===== config.mk =====
export PLATFORM = sky130hd
export DESIGN_NAME = np2_addr_normalizer
export DESIGN_NICKNAME = d
export VERILOG_FILES = /design/src/rtl/np2_norm_pkg.sv /design/src/rtl/np2_field_pick.sv /design/src/rtl/np2_const_div.sv /design/src/rtl/np2_addr_normalizer.sv
export SDC_FILE = /design/constraint.sdc
export NUM_CORES = 1
export LEC_CHECK = 0
export ABC_AREA = 1
export ABC_CLOCK_PERIOD_IN_PS = 2100
export BUFFER_PORTS_ARGS = -buffer_cell sky130_fd_sc_hd__buf_2
export CAP_MARGIN = 20
export CORE_ASPECT_RATIO = 1.75
export CORE_MARGIN = 2
export CORE_UTILIZATION = 50
export CTS_BUF_LIST = sky130_fd_sc_hd__clkbuf_4
export CTS_CLUSTER_DIAMETER = 150
export DETAILED_ROUTE_END_ITERATION = 8
export GPL_ROUTABILITY_DRIVEN = 0
export HOLD_SLACK_MARGIN = 0.1
export PLACE_DENSITY = 0.7
export SLEW_MARGIN = 20
export SYNTH_ARGS = -nofsm -noshare
export SYNTH_HDL_FRONTEND = slang
export SYNTH_HIERARCHICAL = 1
export SYNTH_SLANG_ARGS = --single-unit

===== constraint.sdc =====
create_clock -name clk -period 2.1 [get_ports clk]
set_input_delay 0.315 -clock clk [delete_from_list [all_inputs] [get_ports clk]]
set_output_delay 0.315 -clock clk [all_outputs]
set_load 0.01 [all_outputs]

===== src/rtl/np2_norm_pkg.sv =====
`timescale 1ns/1ps
package np2_norm_pkg;
    typedef enum logic [1:0] {
        CLS_24 = 2'd0,
        CLS_12 = 2'd1,
        CLS_6_10 = 2'd2,
        CLS_3_5 = 2'd3
    } chan_cls_e;

    typedef enum logic [1:0] {
        ST_IDLE = 2'd0,
        ST_DIV  = 2'd1,
        ST_DONE = 2'd2
    } norm_st_e;

    localparam int unsigned LOW_BITS = 8;
    localparam int unsigned SHIFT_1K = 10;
    localparam int unsigned SHIFT_2K = 11;
endpackage


===== src/rtl/np2_field_pick.sv =====
`timescale 1ns/1ps
module np2_field_pick
    import np2_norm_pkg::*;
#(
    parameter int unsigned ADDR_W = 64
) (
    input  logic [ADDR_W-1:0] addr,
    input  logic [3:0]        mode,
    output logic [ADDR_W-1:0] dividend,
    output logic [ADDR_W-1:0] kept,
    output logic              mode_ok,
    output logic              gran2k
);
    chan_cls_e cls;

    always_comb begin
        cls     = chan_cls_e'(mode[2:1]);
        mode_ok = ~mode[3];
        gran2k  = mode[0];

        kept = '0;
        kept[LOW_BITS-1:0] = addr[LOW_BITS-1:0];
        if (gran2k) kept[10:8] = addr[11:9];
        else        kept[9:8]  = addr[11:10];

        dividend = '0;
        unique case (cls)
            CLS_24:   dividend = gran2k ? (addr >> 14) : (addr >> 13);
            CLS_12:   dividend = gran2k ? (addr >> 13) : (addr >> 12);
            CLS_6_10: dividend = gran2k ? (addr >> 12)
                                        : (((addr >> 12) << 1) | ADDR_W'(addr[9]));
            CLS_3_5:  dividend = gran2k ? (((addr >> 12) << 1) | ADDR_W'(addr[8]))
                                        : (((addr >> 12) << 2) | ADDR_W'(addr[9:8]));
            default:  dividend = '0;
        endcase
        if (!mode_ok) dividend = '0;
    end
endmodule


===== src/rtl/np2_const_div.sv =====
`timescale 1ns/1ps
module np2_const_div #(
    parameter int unsigned W = 64
) (
    input  logic         clk,
    input  logic         rst_n,
    input  logic         load,
    input  logic         step,
    input  logic [W-1:0] dividend,
    input  logic         sel_five,
    output logic [W-1:0] quotient_nxt
);
    localparam int unsigned REM_W = 3;

    logic [W-1:0]     quo_q;
    logic [REM_W-1:0] rem_q, rem_n;
    logic [REM_W:0]   dv_q;
    logic [REM_W:0]   trial;
    logic             ge;

    always_comb begin
        trial        = {rem_q, quo_q[W-1]};
        ge           = (trial >= dv_q);
        rem_n        = ge ? REM_W'(trial - dv_q) : trial[REM_W-1:0];
        quotient_nxt = {quo_q[W-2:0], ge};
    end

    always_ff @(posedge clk or negedge rst_n) begin
        if (!rst_n) begin
            quo_q <= '0;
            rem_q <= '0;
            dv_q  <= 4'd3;
        end else if (load) begin
            quo_q <= dividend;
            rem_q <= '0;
            dv_q  <= sel_five ? 4'd5 : 4'd3;
        end else if (step) begin
            quo_q <= quotient_nxt;
            rem_q <= rem_n;
        end
    end
endmodule


===== src/rtl/np2_addr_normalizer.sv =====
`timescale 1ns/1ps
module np2_addr_normalizer
    import np2_norm_pkg::*;
#(
    parameter int unsigned ADDR_W = 64
) (
    input  logic              clk,
    input  logic              rst_n,
    input  logic              start,
    input  logic [ADDR_W-1:0] addr,
    input  logic [3:0]        mode,
    input  logic              sel_five,
    output logic              busy,
    output logic              done,
    output logic              err,
    output logic [ADDR_W-1:0] result
);
    localparam int unsigned CNT_W = $clog2(ADDR_W);
    localparam logic [CNT_W-1:0] LAST = CNT_W'(ADDR_W - 1);

    norm_st_e state_q, state_n;
    logic [CNT_W-1:0]  cnt_q;
    logic [ADDR_W-1:0] dividend, kept, kept_q, quo_nxt;
    logic              mode_ok, gran2k, gran_q;
    logic              accept, load_div, step_div, last_step;

    np2_field_pick #(.ADDR_W(ADDR_W)) u_pick (
        .addr     (addr),
        .mode     (mode),
        .dividend (dividend),
        .kept     (kept),
        .mode_ok  (mode_ok),
        .gran2k   (gran2k)
    );

    np2_const_div #(.W(ADDR_W)) u_div (
        .clk          (clk),
        .rst_n        (rst_n),
        .load         (load_div),
        .step         (step_div),
        .dividend     (dividend),
        .sel_five     (sel_five),
        .quotient_nxt (quo_nxt)
    );

    assign accept    = start && (state_q != ST_DIV);
    assign load_div  = accept && mode_ok;
    assign step_div  = (state_q == ST_DIV);
    assign last_step = step_div && (cnt_q == LAST);
    assign busy      = (state_q == ST_DIV);

    always_comb begin
        state_n = state_q;
        unique case (state_q)
            ST_IDLE, ST_DONE: begin
                if (accept) state_n = mode_ok ? ST_DIV : ST_DONE;
                else        state_n = ST_IDLE;
            end
            ST_DIV:  if (last_step) state_n = ST_DONE;
            default: state_n = ST_IDLE;
        endcase
    end

    always_ff @(posedge clk or negedge rst_n) begin
        if (!rst_n) state_q <= ST_IDLE;
        else        state_q <= state_n;
    end

    always_ff @(posedge clk or negedge rst_n) begin
        if (!rst_n) begin
            cnt_q  <= '0;
            kept_q <= '0;
            gran_q <= 1'b0;
            done   <= 1'b0;
            err    <= 1'b0;
            result <= '0;
        end else begin
            done <= 1'b0;
            if (step_div) cnt_q <= cnt_q + 1'b1;
            if (accept) begin
                cnt_q  <= '0;
                kept_q <= kept;
                gran_q <= gran2k;
                if (!mode_ok) begin
                    result <= '0;
                    err    <= 1'b1;
                    done   <= 1'b1;
                end
            end
            if (last_step) begin
                result <= (quo_nxt << (gran_q ? SHIFT_2K : SHIFT_1K)) | kept_q;
                err    <= 1'b0;
                done   <= 1'b1;
            end
        end
    end
endmodule


# == Word-level counts from Yosys, hierarchy flattened ==
# Cells that the tools add are included.
# word_totals
regBits,156
input_bits,72
output_inout_bits,67
word_cells,68
# classes
add_sub_neg,2
order_cmp,1
n_eq_ne,8
shifts,1
n_mux,30
bitwise_logic,5
n_reduce_logical,11
# op_table
op,count
$mux 64,8
$pmux 64 s4,1
$or 53x1->53,2
$or 64x11->64,1
$shl 64x4->64,1
$or 54x2->54,1
$mux 52,1
$mux 51,1
$mux 3,4
$mux 6,2
$mux 1,8
$mux 2,4
$reduce_bool 2->1,4
$add 6x1->6 const B,1
$eq 2x2->1 const B,3
$eq 6x6->1 const B,1
$eq 2x1->1 const B,2
$ge 4x3->1,1
$logic_not 2->1,2
$ne 2x1->1 const B,2
$pmux 2 s2,1
$logic_and 1x1->1,3
$sub 3x3->3,1
$reduce_and 2->1,1
2 further kinds,2

# == Depth between registers and ports, before layout ==
# logic_depth
ltp_word,5
mapped_depth,11
ltp_nobuf,9

# == By module ==
# Netlist, hierarchy kept.
# modules_own_cells
module,n_inst,cells_each,area_each_um2,seq_area_each_um2
np2_addr_normalizer,1,792,6317.3,3478.3
np2_const_div,1,412,3794.9,1727.9
np2_field_pick,1,707,3108.0,0.0

# == Worst setup path after synthesis ==
# OpenSTA, ideal clock, no wires.
# synth_timing
path_type,flip-flop to flip-flop
startpoint,register u_div.dv_q[1]
endpoint,register result[11]
arrival_time_ns,1.678
required_time_ns,1.983
setup_slack_ns,0.304
stages_incl_launch_ff,11
period_less_slack_ns,1.796
cell_sequence,dfstp_2 inv_1 ha_1 ha_1 nand2_1 nand3_1 buf_4 a21oi_1 nand2_1 nand3_1 nand2_1
# synth_via
elab_chain_len,4
# synth_rtl
element,line,text
"start, declared",np2_const_div.sv:17,logic [REM_W:0] dv_q;
"start signal, assigned",np2_const_div.sv:36,dv_q <= sel_five ? 4'd5 : 4'd3;
$ge 4x3->1,np2_const_div.sv:23,ge = (trial >= dv_q);
via u_div.ge,np2_const_div.sv:19,logic ge;
$shl 64x4->64,np2_addr_normalizer.sv:91,result <= (quo_nxt << (gran_q ? SHIFT_2K : SHIFT_1K)) | kept_q;
$or 64x11->64,np2_addr_normalizer.sv:91,
$mux 64,np2_addr_normalizer.sv:90,if (last_step) begin
"end signal, assigned",np2_addr_normalizer.sv:91,
"end, declared",np2_addr_normalizer.sv:16,output logic [ADDR_W-1:0] result
# The timed path passes the listed nets, and every way through them passes these cells.
# A chain may end at the register's enable or synchronous reset.

# == Worst setup path in the final report ==
# layout_timing
startpoint,register state_q[0]
endpoint,output busy
# layout_via
elab_chain_len,1
# layout_rtl
element,line,text
"start, declared",np2_addr_normalizer.sv:21,"norm_st_e state_q, state_n;"
"start signal, assigned",np2_addr_normalizer.sv:66,else state_q <= state_n;
$eq 2x1->1,np2_addr_normalizer.sv:50,assign busy = (state_q == ST_DIV);
"end, declared",np2_addr_normalizer.sv:13,"output logic busy,"
# Every way passes these cells.

==> parameters.txt <==
Parameter                              Value

Final layout
  Total number of nets in the final design    2,043
  Core utilization of the finished layout    0.547
  Storage cell area    5210 um2
  Area of combinational cells with multiple inputs    between 6000 and 7000 um2
  Ratio of cells with drive above 1 in the final layout    0.152
  Number of filler cells placed in the layout    2,553
  Area delta synth->final    7.62%

Clocking
  Post_cts resized    0
  TritonCTS clock tree    built
  CTS Buffer Depth    3
  Worst skew pair latency    0.64 ns
  Clock buffers created by TritonCTS    45
  H-tree depth    2
  Sink Count    between 200 and 250
  CTS root buffer    sky130_fd_sc_hd__clkbuf_4
  Clock transition at the registers of the reported paths    about 0.070 ns

Floorplanning
  Initial Util    0.508
  Area of the core    25,900 um2
  Total Die Area    27,700 um2
  # rows    78
  # IOs    139
  Die boundary width    127 um
  Height of the chip    218 um

Worst setup path
  Setup crit start kind    register
  Max stage delay cell, worst path    sky130_fd_sc_hd__dfrtp_1
  Register-to-register setup slack    between 0.2 and 0.3 ns
  Maximum cell stage delay along the critical path    roughly 0.40 ns
  Worst setup path endpoint    busy
  Worst-path maximum fanout    14
  Reg2Reg Capture Point    result[11]$_DFFE_PN0P_
  Critical path launch point    state_q[0]$_DFFE_PN0P_
  Required time worst endpoint    1.78 ns
  CP endpoint kind    output port
  Chain of cells forming the critical path    inv_2, nor2_4, buf_4, buf_2
  Arrival time of the worst setup path    between 1.5 and 2 ns
  Worst-case reg-to-reg path depth    9
  Launching point of the worst reg2reg path    u_div/dv_q[1]$_DFFE_PN1P_
  Crit Path Class    register to output port

STA
  RSZ-0062 raised after global routing    false
  Pins over their slew limit    0
  Max_slew headroom    0.576
  Number of setup violations in the final report    0
  Crit share post-route    0.905
  Post-route worst hold slack    approximately 0.19 ns
  Slew of the pin with the lowest slew margin    0.637 ns
  Summed negative setup slack over all endpoints    0 ns
  Final number of hold-violating endpoints    0
  Worst setup skew after layout    0.0395 ns
  Max Fclk    between 0.5 and 0.6 GHz
  Final critical delay including setup and external delays    1.90 ns

Global routing
  Maximum number of pins on one net before global-route repair    68
  Gr ovfl total    0
  Number of antenna violations at the first check in global routing    1
  Total routing resource utilization after global routing    0.222
  Number of global-route vias before repair    10,839
  Global-route wire length before repair    52,100 um

Power and ir drop
  Peak supply drop    around 0.00062 V
  Reported leakage power    7.86 nW
  PD cells    1040 nW/um2
  Total design power    14.7 mW

Placement
  HPWL Detailed    approximately 21,000 um
  Port Buffers    138

Job
  Count of max-cap constraint violations    0

Routing
  Mean routed wirelength per cell    13.1 um
  Number of vias in the routed layout    11,668
  Antenna-violating nets left    0
  Average vias per placed instance    approximately 5
  TritonRoute pass-1 iters    5
  DR DRC count    0
  Iteration-0 DRC count of the detailed router    713
  DRT Wirelength    slightly above 30,000 um

Synth
  Summed instance area of the synthesized netlist    13,100 um2
  Warnings, synthesis    6
  Cell count after synthesis    1,901
  Post-synthesis average cell area    between 6 and 7 um2

Min path
  Worst Hold Depth    4
  Classification of the worst-slack hold path    input pin to register

Status
  Result of the run    finished clean
repair_timing:
action	CTS	global route
hold buffers	17	0
setup endpoints to repair	1	0
buffers inserted	1	0
endpoints found under the hold margin	99	0
where the power goes:
part / total [mW] / switching, mW / internal [mW] / leakage, nW
Clock: 2.99 / 1.50 / 1.49 / 0.337
Sequential: 6.08 / 0.879 / 5.21 / 2.73
Combinational: 5.61 / 3.66 / 1.95 / 4.79
critical path, delay by kind of cell, from the launching register on:
kind          cells  cell delay (ns)
simple gates      1             0.13
buf+inv           3             0.44
flops             1             0.40
worst min-delay path by stage:
stage / start / end / slack (ns)
after global routing: mode[0] / gran_q$_DFFE_PN0N_ / 0.23
final: mode[0] / gran_q$_DFFE_PN0N_ / 0.19
after detailed placement: rst_n / done$_DFF_PN0_ / 0.36
after global placement: rst_n / err$_DFFE_PN0P_ / 0.35
after CTS: mode[0] / gran_q$_DFFE_PN0N_ / 0.14
after floorplan: rst_n / cnt_q[0]$_DFFE_PN0P_ / 0.02
per-layer routing:
metal | global-route usage | part of all wire | routed length [um]
met2 | 0.366 | 0.48 | 14600
met4 | 0.0656 | 0.019 | 571
met1 | 0.309 | 0.45 | 13700
met5 | 0 | 0 | 0
met3 | 0.0250 | 0.049 | 1490
placed cells by master, fill, tap and decap left out:
master,instances
sky130_fd_sc_hd__nand2_1,876
sky130_fd_sc_hd__dfrtp_1,207
sky130_fd_sc_hd__nand3_1,195
sky130_fd_sc_hd__buf_2,137
sky130_fd_sc_hd__nor2_1,109
sky130_fd_sc_hd__o21ai_0,86
sky130_fd_sc_hd__inv_1,85
sky130_fd_sc_hd__clkbuf_4,69
sky130_fd_sc_hd__conb_1,63
sky130_fd_sc_hd__o221ai_2,28
sky130_fd_sc_hd__buf_4,24
sky130_fd_sc_hd__a21oi_1,23
sky130_fd_sc_hd__dlygate4sd3_1,17
sky130_fd_sc_hd__buf_12,17
sky130_fd_sc_hd__inv_2,12
sky130_fd_sc_hd__clkinv_1,10
sky130_fd_sc_hd__nor2_4,6
sky130_fd_sc_hd__o221ai_1,6
sky130_fd_sc_hd__o21ai_1,6
sky130_fd_sc_hd__ha_1,4
sky130_fd_sc_hd__nand4_1,3
sky130_fd_sc_hd__nand2_2,2
sky130_fd_sc_hd__nand2_4,2
sky130_fd_sc_hd__nand3_2,2
sky130_fd_sc_hd__o211ai_2,2
sky130_fd_sc_hd__diode_2,1
sky130_fd_sc_hd__a21o_1,1
sky130_fd_sc_hd__nor3_1,1
sky130_fd_sc_hd__clkbuf_8,1
sky130_fd_sc_hd__o21a_1,1
sky130_fd_sc_hd__a22oi_1,1
sky130_fd_sc_hd__fa_1,1
sky130_fd_sc_hd__dfstp_2,1
sky130_fd_sc_hd__nor4_1,1
stage by stage:
stage	setup WS, ns	cells	area (um2)
2_1_floorplan	0.304	1963	13400
3_3_place_gp	0.301	2221	13400
3_5_place_dp	0.260	2221	13400
4_1_cts	0.150	2319	14100
5_1_grt	0.0507	2320	14100
6_report	0.200	2320	14100
layout make-up:
class                           instances  share of cell area
Tap cell                              320              0.0283
Clock buffer                           69              0.0366
Multi-Input combinational cell       1419               0.440
Antenna cell                            1            0.000177
Clock inverter                         11             0.00292
Sequential cell                       208               0.368
Timing Repair Buffer                  196              0.0983
Inverter                               96              0.0255
flip-flops by register name (all words and copies together), names as in the netlist:
name and cells:
cnt_q 6, done 1, err 1, gran_q 1, kept_q 64, result 64
state_q 2, u_div/dv_q 2, u_div/quo_q 64, u_div/rem_q 3
No activity file was read; power rests on OpenSTA's default activity.
